$ cat src/rtl/la_pkg.sv
package la_pkg;
  typedef enum logic {CMP_EQ = 1'b0, CMP_NE = 1'b1} cmp_mode_e;

  typedef struct packed {
    logic armed;
    logic trig;
    logic done;
  } cap_state_t;
endpackage

$ cat src/rtl/la_match.sv
module la_match
  import la_pkg::*;
#(
  parameter int NUM_PORTS      = 2,
  parameter int PORT_W         = 8,
  parameter int UNITS_PER_PORT = 2,
  localparam int NUM_UNITS     = NUM_PORTS * UNITS_PER_PORT
) (
  input  logic [NUM_PORTS*PORT_W-1:0] trig_i,
  input  logic [NUM_UNITS*PORT_W-1:0] val_i,
  input  logic [NUM_UNITS*PORT_W-1:0] care_i,
  input  logic [NUM_UNITS-1:0]        neq_i,
  output logic [NUM_UNITS-1:0]        hit_o
);
  for (genvar u = 0; u < NUM_UNITS; u++) begin : g_unit
    localparam int P = u / UNITS_PER_PORT;
    logic [PORT_W-1:0] diff;
    logic              same;
    cmp_mode_e         mode;
    assign diff  = (trig_i[P*PORT_W +: PORT_W] ^ val_i[u*PORT_W +: PORT_W])
                   & care_i[u*PORT_W +: PORT_W];
    assign same  = (diff == '0);
    assign mode  = cmp_mode_e'(neq_i[u]);
    assign hit_o[u] = (mode == CMP_NE) ? ~same : same;
  end
endmodule

$ cat src/rtl/la_seq.sv
module la_seq #(
  parameter int NUM_UNITS  = 4,
  parameter int NUM_LEVELS = 4,
  localparam int LVL_W     = $clog2(NUM_LEVELS)
) (
  input  logic                          clk_i,
  input  logic                          rst_ni,
  input  logic                          restart_i,
  input  logic                          run_i,
  input  logic [NUM_UNITS-1:0]          hit_i,
  input  logic [NUM_LEVELS*NUM_UNITS-1:0] lvl_sel_i,
  input  logic [LVL_W-1:0]              last_i,
  output logic                          fire_o,
  output logic [LVL_W-1:0]              lvl_o
);
  logic [NUM_LEVELS-1:0] lvl_ok;
  logic [LVL_W-1:0]      lvl_q;
  logic                  cur_ok, at_last;

  // NUM_LEVELS is a power of two, so every level index is in range
  for (genvar l = 0; l < NUM_LEVELS; l++) begin : g_lvl
    assign lvl_ok[l] = &(hit_i | ~lvl_sel_i[l*NUM_UNITS +: NUM_UNITS]);
  end

  assign cur_ok  = lvl_ok[lvl_q];
  assign at_last = (lvl_q == last_i);
  assign fire_o  = run_i & cur_ok & at_last;
  assign lvl_o   = lvl_q;

  always_ff @(posedge clk_i or negedge rst_ni) begin
    if (!rst_ni)                        lvl_q <= '0;
    else if (restart_i)                 lvl_q <= '0;
    else if (run_i && cur_ok && !at_last) lvl_q <= lvl_q + 1'b1;
  end
endmodule

$ cat src/rtl/la_buffer.sv
module la_buffer #(
  parameter int PROBE_W = 16,
  parameter int DEPTH   = 256,
  localparam int AW     = $clog2(DEPTH)
) (
  input  logic               clk_i,
  input  logic               we_i,
  input  logic [AW-1:0]      waddr_i,
  input  logic [PROBE_W-1:0] wdata_i,
  input  logic [AW-1:0]      raddr_i,
  output logic [PROBE_W-1:0] rdata_o
);
  logic [PROBE_W-1:0] mem [DEPTH];

  always_ff @(posedge clk_i) begin
    if (we_i) mem[waddr_i] <= wdata_i;
    rdata_o <= mem[raddr_i];
  end
endmodule

$ cat src/rtl/la_capture.sv
module la_capture
  import la_pkg::*;
#(
  parameter int NUM_PORTS      = 2,
  parameter int PORT_W         = 8,
  parameter int UNITS_PER_PORT = 2,
  parameter int NUM_LEVELS     = 4,
  parameter int PROBE_W        = 16,
  parameter int DEPTH          = 256,
  localparam int NUM_UNITS     = NUM_PORTS * UNITS_PER_PORT,
  localparam int AW            = $clog2(DEPTH),
  localparam int LVL_W         = $clog2(NUM_LEVELS)
) (
  input  logic                            clk_i,
  input  logic                            rst_ni,
  input  logic                            arm_i,
  input  logic                            clear_i,
  input  logic [PROBE_W-1:0]              probe_i,
  input  logic [NUM_PORTS*PORT_W-1:0]     trig_i,
  input  logic [NUM_UNITS*PORT_W-1:0]     cfg_val_i,
  input  logic [NUM_UNITS*PORT_W-1:0]     cfg_care_i,
  input  logic [NUM_UNITS-1:0]            cfg_neq_i,
  input  logic [NUM_LEVELS*NUM_UNITS-1:0] cfg_lvl_sel_i,
  input  logic [LVL_W-1:0]                cfg_last_lvl_i,
  input  logic [NUM_UNITS-1:0]            cfg_qual_sel_i,
  input  logic [AW-1:0]                   cfg_pre_i,
  input  logic [AW-1:0]                   rd_idx_i,
  output logic                            armed_o,
  output logic                            triggered_o,
  output logic                            done_o,
  output logic [AW-1:0]                   trig_idx_o,
  output logic [PROBE_W-1:0]              rd_data_o
);
  localparam logic [AW:0] DEPTH_L = (AW+1)'(DEPTH);

  cap_state_t           st_q;
  logic [NUM_UNITS-1:0] hit;
  logic [LVL_W-1:0]     seq_lvl;
  logic                 fire, qual, mem_we, post_phase, arm_go, run;
  logic [AW-1:0]        wptr_q, trig_ptr_q, pre_cnt_q, pre_pos_q, rd_addr;
  logic [AW:0]          post_cnt_q, post_next, post_len;

  la_match #(
    .NUM_PORTS(NUM_PORTS), .PORT_W(PORT_W), .UNITS_PER_PORT(UNITS_PER_PORT)
  ) u_match (
    .trig_i(trig_i), .val_i(cfg_val_i), .care_i(cfg_care_i),
    .neq_i(cfg_neq_i), .hit_o(hit)
  );

  assign arm_go = arm_i & ~clear_i;
  assign run    = st_q.armed & ~st_q.trig;

  la_seq #(.NUM_UNITS(NUM_UNITS), .NUM_LEVELS(NUM_LEVELS)) u_seq (
    .clk_i(clk_i), .rst_ni(rst_ni), .restart_i(arm_go), .run_i(run),
    .hit_i(hit), .lvl_sel_i(cfg_lvl_sel_i), .last_i(cfg_last_lvl_i),
    .fire_o(fire), .lvl_o(seq_lvl)
  );

  // empty qualifier field keeps every armed cycle
  assign qual       = (cfg_qual_sel_i == '0) | (|(hit & cfg_qual_sel_i));
  assign mem_we     = st_q.armed & ~arm_i & ~clear_i & qual;
  assign post_phase = st_q.trig | fire;
  assign post_len   = DEPTH_L - {1'b0, pre_pos_q};
  assign post_next  = post_cnt_q + {{AW{1'b0}}, mem_we};

  always_ff @(posedge clk_i or negedge rst_ni) begin
    if (!rst_ni) begin
      st_q       <= '0;
      wptr_q     <= '0;
      trig_ptr_q <= '0;
      pre_cnt_q  <= '0;
      pre_pos_q  <= '0;
      post_cnt_q <= '0;
    end else if (clear_i) begin
      st_q <= '0;
    end else if (arm_i) begin
      st_q       <= '{armed: 1'b1, trig: 1'b0, done: 1'b0};
      wptr_q     <= '0;
      pre_cnt_q  <= '0;
      post_cnt_q <= '0;
      pre_pos_q  <= cfg_pre_i;
    end else if (st_q.armed) begin
      if (mem_we) wptr_q <= wptr_q + 1'b1;
      if (fire) begin
        st_q.trig  <= 1'b1;
        trig_ptr_q <= wptr_q;
      end
      if (mem_we && !post_phase && pre_cnt_q < pre_pos_q)
        pre_cnt_q <= pre_cnt_q + 1'b1;
      if (post_phase) begin
        post_cnt_q <= post_next;
        if (post_next == post_len) begin
          st_q.done  <= 1'b1;
          st_q.armed <= 1'b0;
        end
      end
    end
  end

  assign rd_addr = trig_ptr_q - pre_cnt_q + rd_idx_i;

  la_buffer #(.PROBE_W(PROBE_W), .DEPTH(DEPTH)) u_buf (
    .clk_i(clk_i), .we_i(mem_we), .waddr_i(wptr_q), .wdata_i(probe_i),
    .raddr_i(rd_addr), .rdata_o(rd_data_o)
  );

  assign armed_o     = st_q.armed;
  assign triggered_o = st_q.trig;
  assign done_o      = st_q.done;
  assign trig_idx_o  = pre_cnt_q;
endmodule

$ cat config.mk
export PLATFORM = sky130hd
export DESIGN_NAME = la_capture
export DESIGN_NICKNAME = d
export VERILOG_FILES = /design/src/rtl/la_pkg.sv /design/src/rtl/la_match.sv /design/src/rtl/la_seq.sv /design/src/rtl/la_buffer.sv /design/src/rtl/la_capture.sv
export SDC_FILE = /design/constraint.sdc
export NUM_CORES = 2
export LEC_CHECK = 0
export BUFFER_PORTS_ARGS = -buffer_cell sky130_fd_sc_hd__buf_2
export CAP_MARGIN = 20
export CORE_ASPECT_RATIO = 1.1
export CORE_MARGIN = 1
export CORE_UTILIZATION = 25
export DETAILED_ROUTE_END_ITERATION = 6
export PLACE_DENSITY_LB_ADDON = 0.15
export SLEW_MARGIN = 10
export SYNTH_ARGS = -nofsm -noshare
export SYNTH_HDL_FRONTEND = slang
export SYNTH_SLANG_ARGS = --single-unit
$ cat constraint.sdc
create_clock -name clk_i -period 6 [get_ports clk_i]
set_input_delay 1.2 -clock clk_i [delete_from_list [all_inputs] [get_ports clk_i]]
set_output_delay 1.2 -clock clk_i [all_outputs]
set_load 0.01 [all_outputs]
; ---- After elaboration in Yosys (flattened, before gate mapping)
; Memory sizes are Yosys's and may differ from the RTL's. A register that Yosys moved wholly into a read port is not among the register bits.
; Index checks and enable logic that the tools add are counted.
[totals]
ff_bits = 46
ram_bits = 4096
inputBits = 142
out_inout_bits = 27
word_cells = 113
mem_count = 1
[op_classes]
add_sub_neg = 7
magnitude_cmp = 2
eq_ne = 2
muxes = 27
bitwise = 33
n_reduce_logical = 32
[memory_table]
columns = memory, words, width, rd, rd_clocked_by_memory_dff, write_ports, line
row1 = u_buf.mem, 256, 16, 1, 1, 1, la_buffer.sv:13  ; logic [PROBE_W-1:0] mem [DEPTH];
[ops]
columns = operator, count
row1 = $mux 8, 6
row2 = $and 8x8->8, 4
row3 = $logic_not 8->1, 4
row4 = $xor 8x8->8, 4
row5 = $mux 9, 3
row6 = $reduce_and 4->1, 5
row7 = $add 8x1->8 const B, 2
row8 = $not 4->4, 4
row9 = $or 4x4->4, 4
row10 = $mux 1, 12
row11 = $reduce_and 3->1, 4
row12 = $reduce_bool 3->1, 4
row13 = $reduce_bool 2->1, 5
row14 = $add 9x1->9, 1
row15 = $eq 9x9->1, 1
row16 = $mux 3, 3
row17 = $sub 9x8->9 const A, 1
row18 = $add 8x8->8, 1
row19 = $lt 8x8->1, 1
row20 = $sub 8x8->8, 1
row21 = $and 1x1->1, 7
row22 = $not 1->1, 7
row23 = $and 4x4->4, 1
row24 = $logic_and 1x1->1, 4
row25 = other kinds (10), 14

; ---- Longest topological paths before layout
[depth]
depth_word = 18
mapped_depth = 18
depth_no_buf = 18

; ---- By module
; Synthesis repeated with hierarchy kept, for this count alone.
[unflattened]
hier_cells = 7783
area_unflattened_um2 = 162480.8
[by_module_without_submodules]
columns = mod, n_inst, cells_each, area_per_inst_um2, seq_area_each_um2
row1 = la_buffer, 1, 7360, 158714.7, 123318.3
row2 = la_capture, 1, 329, 3020.4, 1101.1
row3 = la_match, 1, 56, 460.4, 0.0
row4 = la_seq, 1, 38, 285.3, 50.0

; ---- Least setup slack after synthesis
; OpenSTA, ideal clock, no wires.
[synth_timing]
path_type = input to register
from = input rd_idx_i[1]
to = register u_buf.rdata_o[11], read port of u_buf.mem
setup_ns = 0.134
t_arrival_ns = 4.892
required_time_ns = 5.866
path_slack_ns = 0.974
stages = 13
path_buffers = 4
cell_sequence = inv_1 > fa_1 > inv_1 > fa_1 > clkbuf_1 > clkbuf_1 > buf_1 > clkbuf_1 > mux4_2 > mux4_2 > mux2i_1 > a21oi_1 > mux4_2
[synth_between]
elab_chain_cells = 1
[synth_lines]
columns = item, line
row1 = start: declaration, la_capture.sv:27  ; input logic [AW-1:0] rd_idx_i,
row2 = $add 8x8->8, la_capture.sv:100  ; assign rd_addr = trig_ptr_q - pre_cnt_q + rd_idx_i;
row3 = end: declaration, la_buffer.sv:11  ; output logic [PROBE_W-1:0] rdata_o
; No other way between the ends.
; A chain may end at the register's enable or synchronous reset.

; ---- Worst setup path in the final report
[layout_timing]
from = register pre_cnt_q[0], in the netlist trig_idx_o[0]
to = register u_buf.rdata_o[10], read port of u_buf.mem
[layout_between]
elab_chain_cells = 2
[layout_lines]
columns = item, line
row1 = start: declaration, la_capture.sv:40  ; logic [AW-1:0] wptr_q, trig_ptr_q, pre_cnt_q, pre_pos_q, rd_addr;
row2 = start signal: assignment, la_capture.sv:89  ; pre_cnt_q <= pre_cnt_q + 1'b1;
row3 = $sub 8x8->8, la_capture.sv:100
row4 = $add 8x8->8, la_capture.sv:100
; No other way between the ends.

==> run metrics <==
post-synthesis compound-gate area fraction=0.00944; dpl hpwl=290000 um; final WL=491000 um; total core area=640000 um^2; Total Power=118 mW; syn nets=6941; DIE WIDTH=767 um; Hold Fails Final Rpt=0; skew final=66.9 ps; TritonCTS Sinks=4158; Final Critical Period=5390 ps; Synth area leader=edfxtp_1; antenna violations before repair=38; sequential area share after synthesis=0.773; Final ANT Viol Nets=0; TritonCTS clock tree=yes; RSZ-0062 raised after global routing=false; max incr delay on CP=1050 ps; Distinct cells, synth=60; final non-filler cell total=16500; outcome=finished, final reports clean; placement-stage cell area=177000 um^2; HP Class=input port to async pin; Crit path top cell by count=mux4_2; Top FF cell, synth=edfxtp_1; fin crit share=0.899; share of the synthesized area in the top cell type=0.764; Finished Core Util=0.300; max-slew violations=0; first-pass GRT wire length=673000 um; full die area=647000 um^2; drt pass-1 iters=7; # nets final=7771; Top Family by Delay on Critical Path=adder cells; Resize count post-CTS=0; clock buffer count from CTS=454; Rel. slew slack=0.178; Ports=169; clock slew at reported path FFs=60 ps; routed vias/inst=4.54; Initial Util=0.251; post-CTS setup repair buffer count=0; clk root buf=clkbuf_16; Total Routing Usage GR=0.148; Die Y=844 um; Hold Buf Count CTS=0; share of layout cells above drive strength 1=0.359; Port-buffer cells=168; Mapped Area=161000 um^2; CP startpoint kind=register; Vias=75100; Longest Clk Path Bufs=4; clk_lat worst skew=1040 ps; gr ovfl total=0; crit path buf inv count=5; xor and xnor area share after synthesis=0.00413; critical-path maximum fanout=50; PD cells=617 nW/um^2; CP Cell Sequence=ha_1 -> inv_1 -> ha_4 -> fa_4 -> buf_12 -> buf_12 -> mux4_2 -> mux4_2 -> a211oi_1 -> buf_4 -> a21oi_1 -> buf_6 -> mux4_2; Crit path required time=6920 ps; Setup crit end kind=register; largest family of logic cells by synthesized area=multiplexers; top cells by count, synth=edfxtp_1 (4096), mux4_2 (1296), nor2_1 (286); H-tree levels=5; leading post-synthesis cells by cell area=edfxtp_1 (76%), mux4_2 (18%), dfrtp_1 (0.71%), nor2_1 (0.67%), clkbuf_1 (0.47%); Cell Rows=308; drt initial violations=6906; Max stage delay cell, worst path=fa_4; number of enable flip-flop cells after synthesis=4096; largest net degree at the start of global routing=190; YS warnings=0; Area Growth Syn to Fin=19.2%; Final Cell Area=192000 um^2; Simple-Gate Fraction of Synth Area=0.0134; FMAX=185 MHz; Synth Register Bits=4158; MaxCap Viol Count=0; DRC viols=0; cell total after placement=15700; Setup-failing EPs final=0; WS Path Type=register to register; Synth Area in Adders=0.00266; Post-synth ARST share=0.0111; most frequent cell after synthesis=edfxtp_1; multiplexer share of the synthesized area=0.186; setup_tns=0 ps; Syn Area/Cell=23.8 um^2; vias in the first global route=79700; CP arrival=6310 ps; Worst-Margin Slew=1230 ps; Peak VDD IR=808 uV; Final GP Congestion=0.761; static leakage=59.2 nW; post-synthesis cell count=6769; WL per Instance=29.7 um
[worst register-to-register path, cell delays in order, from the launching register on]
cell and delay (ps):
dfrtp_1 540, ha_1 360, inv_1 60, ha_4 160
fa_4 1050, buf_12 260, buf_12 360, mux4_2 440
mux4_2 550, a211oi_1 590, buf_4 210, a21oi_1 60
buf_6 170, mux4_2 450
[placed cells by master (no fill, tap or decap), drive strengths merged, types with 9 or more instances in the layout]
cell type	netlist	routed
a211oi	68	68
a21oi	79	79
a22oi	18	18
buf	175	751
bufinv	0	33
clkbuf	202	543
clkinv	1	239
clkinvlp	0	15
dfrtp	46	46
dfxtp	16	16
diode	0	30
edfxtp	4096	4096
ha	23	23
inv	52	63
mux2i	69	69
mux4	1296	1296
nand2	45	45
nand3	19	19
nand4	11	11
nor2	286	286
nor2b	72	72
nor3	9	9
nor4	9	9
o21ai	15	15
xnor2	31	31
xor2	45	45
[state kept, by name, indices dropped and copies added (netlist names)]
name and cells:
u_buf.mem 4096, u_buf.rdata_o 16, post_cnt_q 9, pre_pos_q 8, trig_idx_o 8, trig_ptr_q 8
wptr_q 8, u_seq.lvl_o 2, armed_o 1, done_o 1, triggered_o 1
[routing by layer]
layer,global-route usage,vias up,wire length (um)
met5,0,-,41
met4,0.0276,6,8610
met3,0.0228,496,25100
met2,0.252,1885,244000
met1,0.202,41900,213000
li1,-,30800,-
[where the power goes]
part | total, mW | leakage, nW | switching (mW) | internal (mW)
clock | 27.2 | 7.02 | 11.7 | 15.5
combinational | 58.8 | 14.6 | 32.5 | 26.3
sequential | 32.4 | 37.5 | 0.351 | 32.0
[area by class of cell]
type                    count  area [um^2]
flip-flops and latches   4158       124000
clock inverters           297         2450
repair buffers            751         6870
multi-input cells        2181        35300
inverters                  53          199
well taps                8525        10700
fillers                 61800       449000
diodes                     30         75.1
clock buffers             543        11900
[path summary, 6_finish.rpt]
kind,cells after the start,startpoint,endpoint,slack (ps)
max,13,trig_idx_o[0],u_buf.rdata_o[10],610
min,2,rst_ni,done_o,250
max reg2reg,13,trig_idx_o[0],u_buf.rdata_o[10],610
min reg2reg,1,trig_ptr_q[4],trig_ptr_q[4],520
max in group asynchronous,2,rst_ni,post_cnt_q[5],5260
min in group clk_i,3,cfg_pre_i[4],pre_pos_q[4],370
[through the flow]
stage                     setup WS (ps)  hold slack, ps
after floorplan                     974             473
after global placement             -704             495
after detailed placement           -419             507
after CTS                           405             174
after global routing                445             251
final                               608             252
[kinds of logic (layout without fill, tap and decap cells)]
| family | after synthesis | count (layout) |
|---|---|---|
| compound gates | 229 | 229 |
| xor+xnor | 76 | 76 |
| flops | 4158 | 4158 |
| buf+inv | 430 | 1644 |
| fa+ha+maj | 30 | 30 |
| other cells | 0 | 30 |
| mux | 1369 | 1369 |
| simple gates | 477 | 477 |
Note: power is estimated with default switching activity, not from simulation.
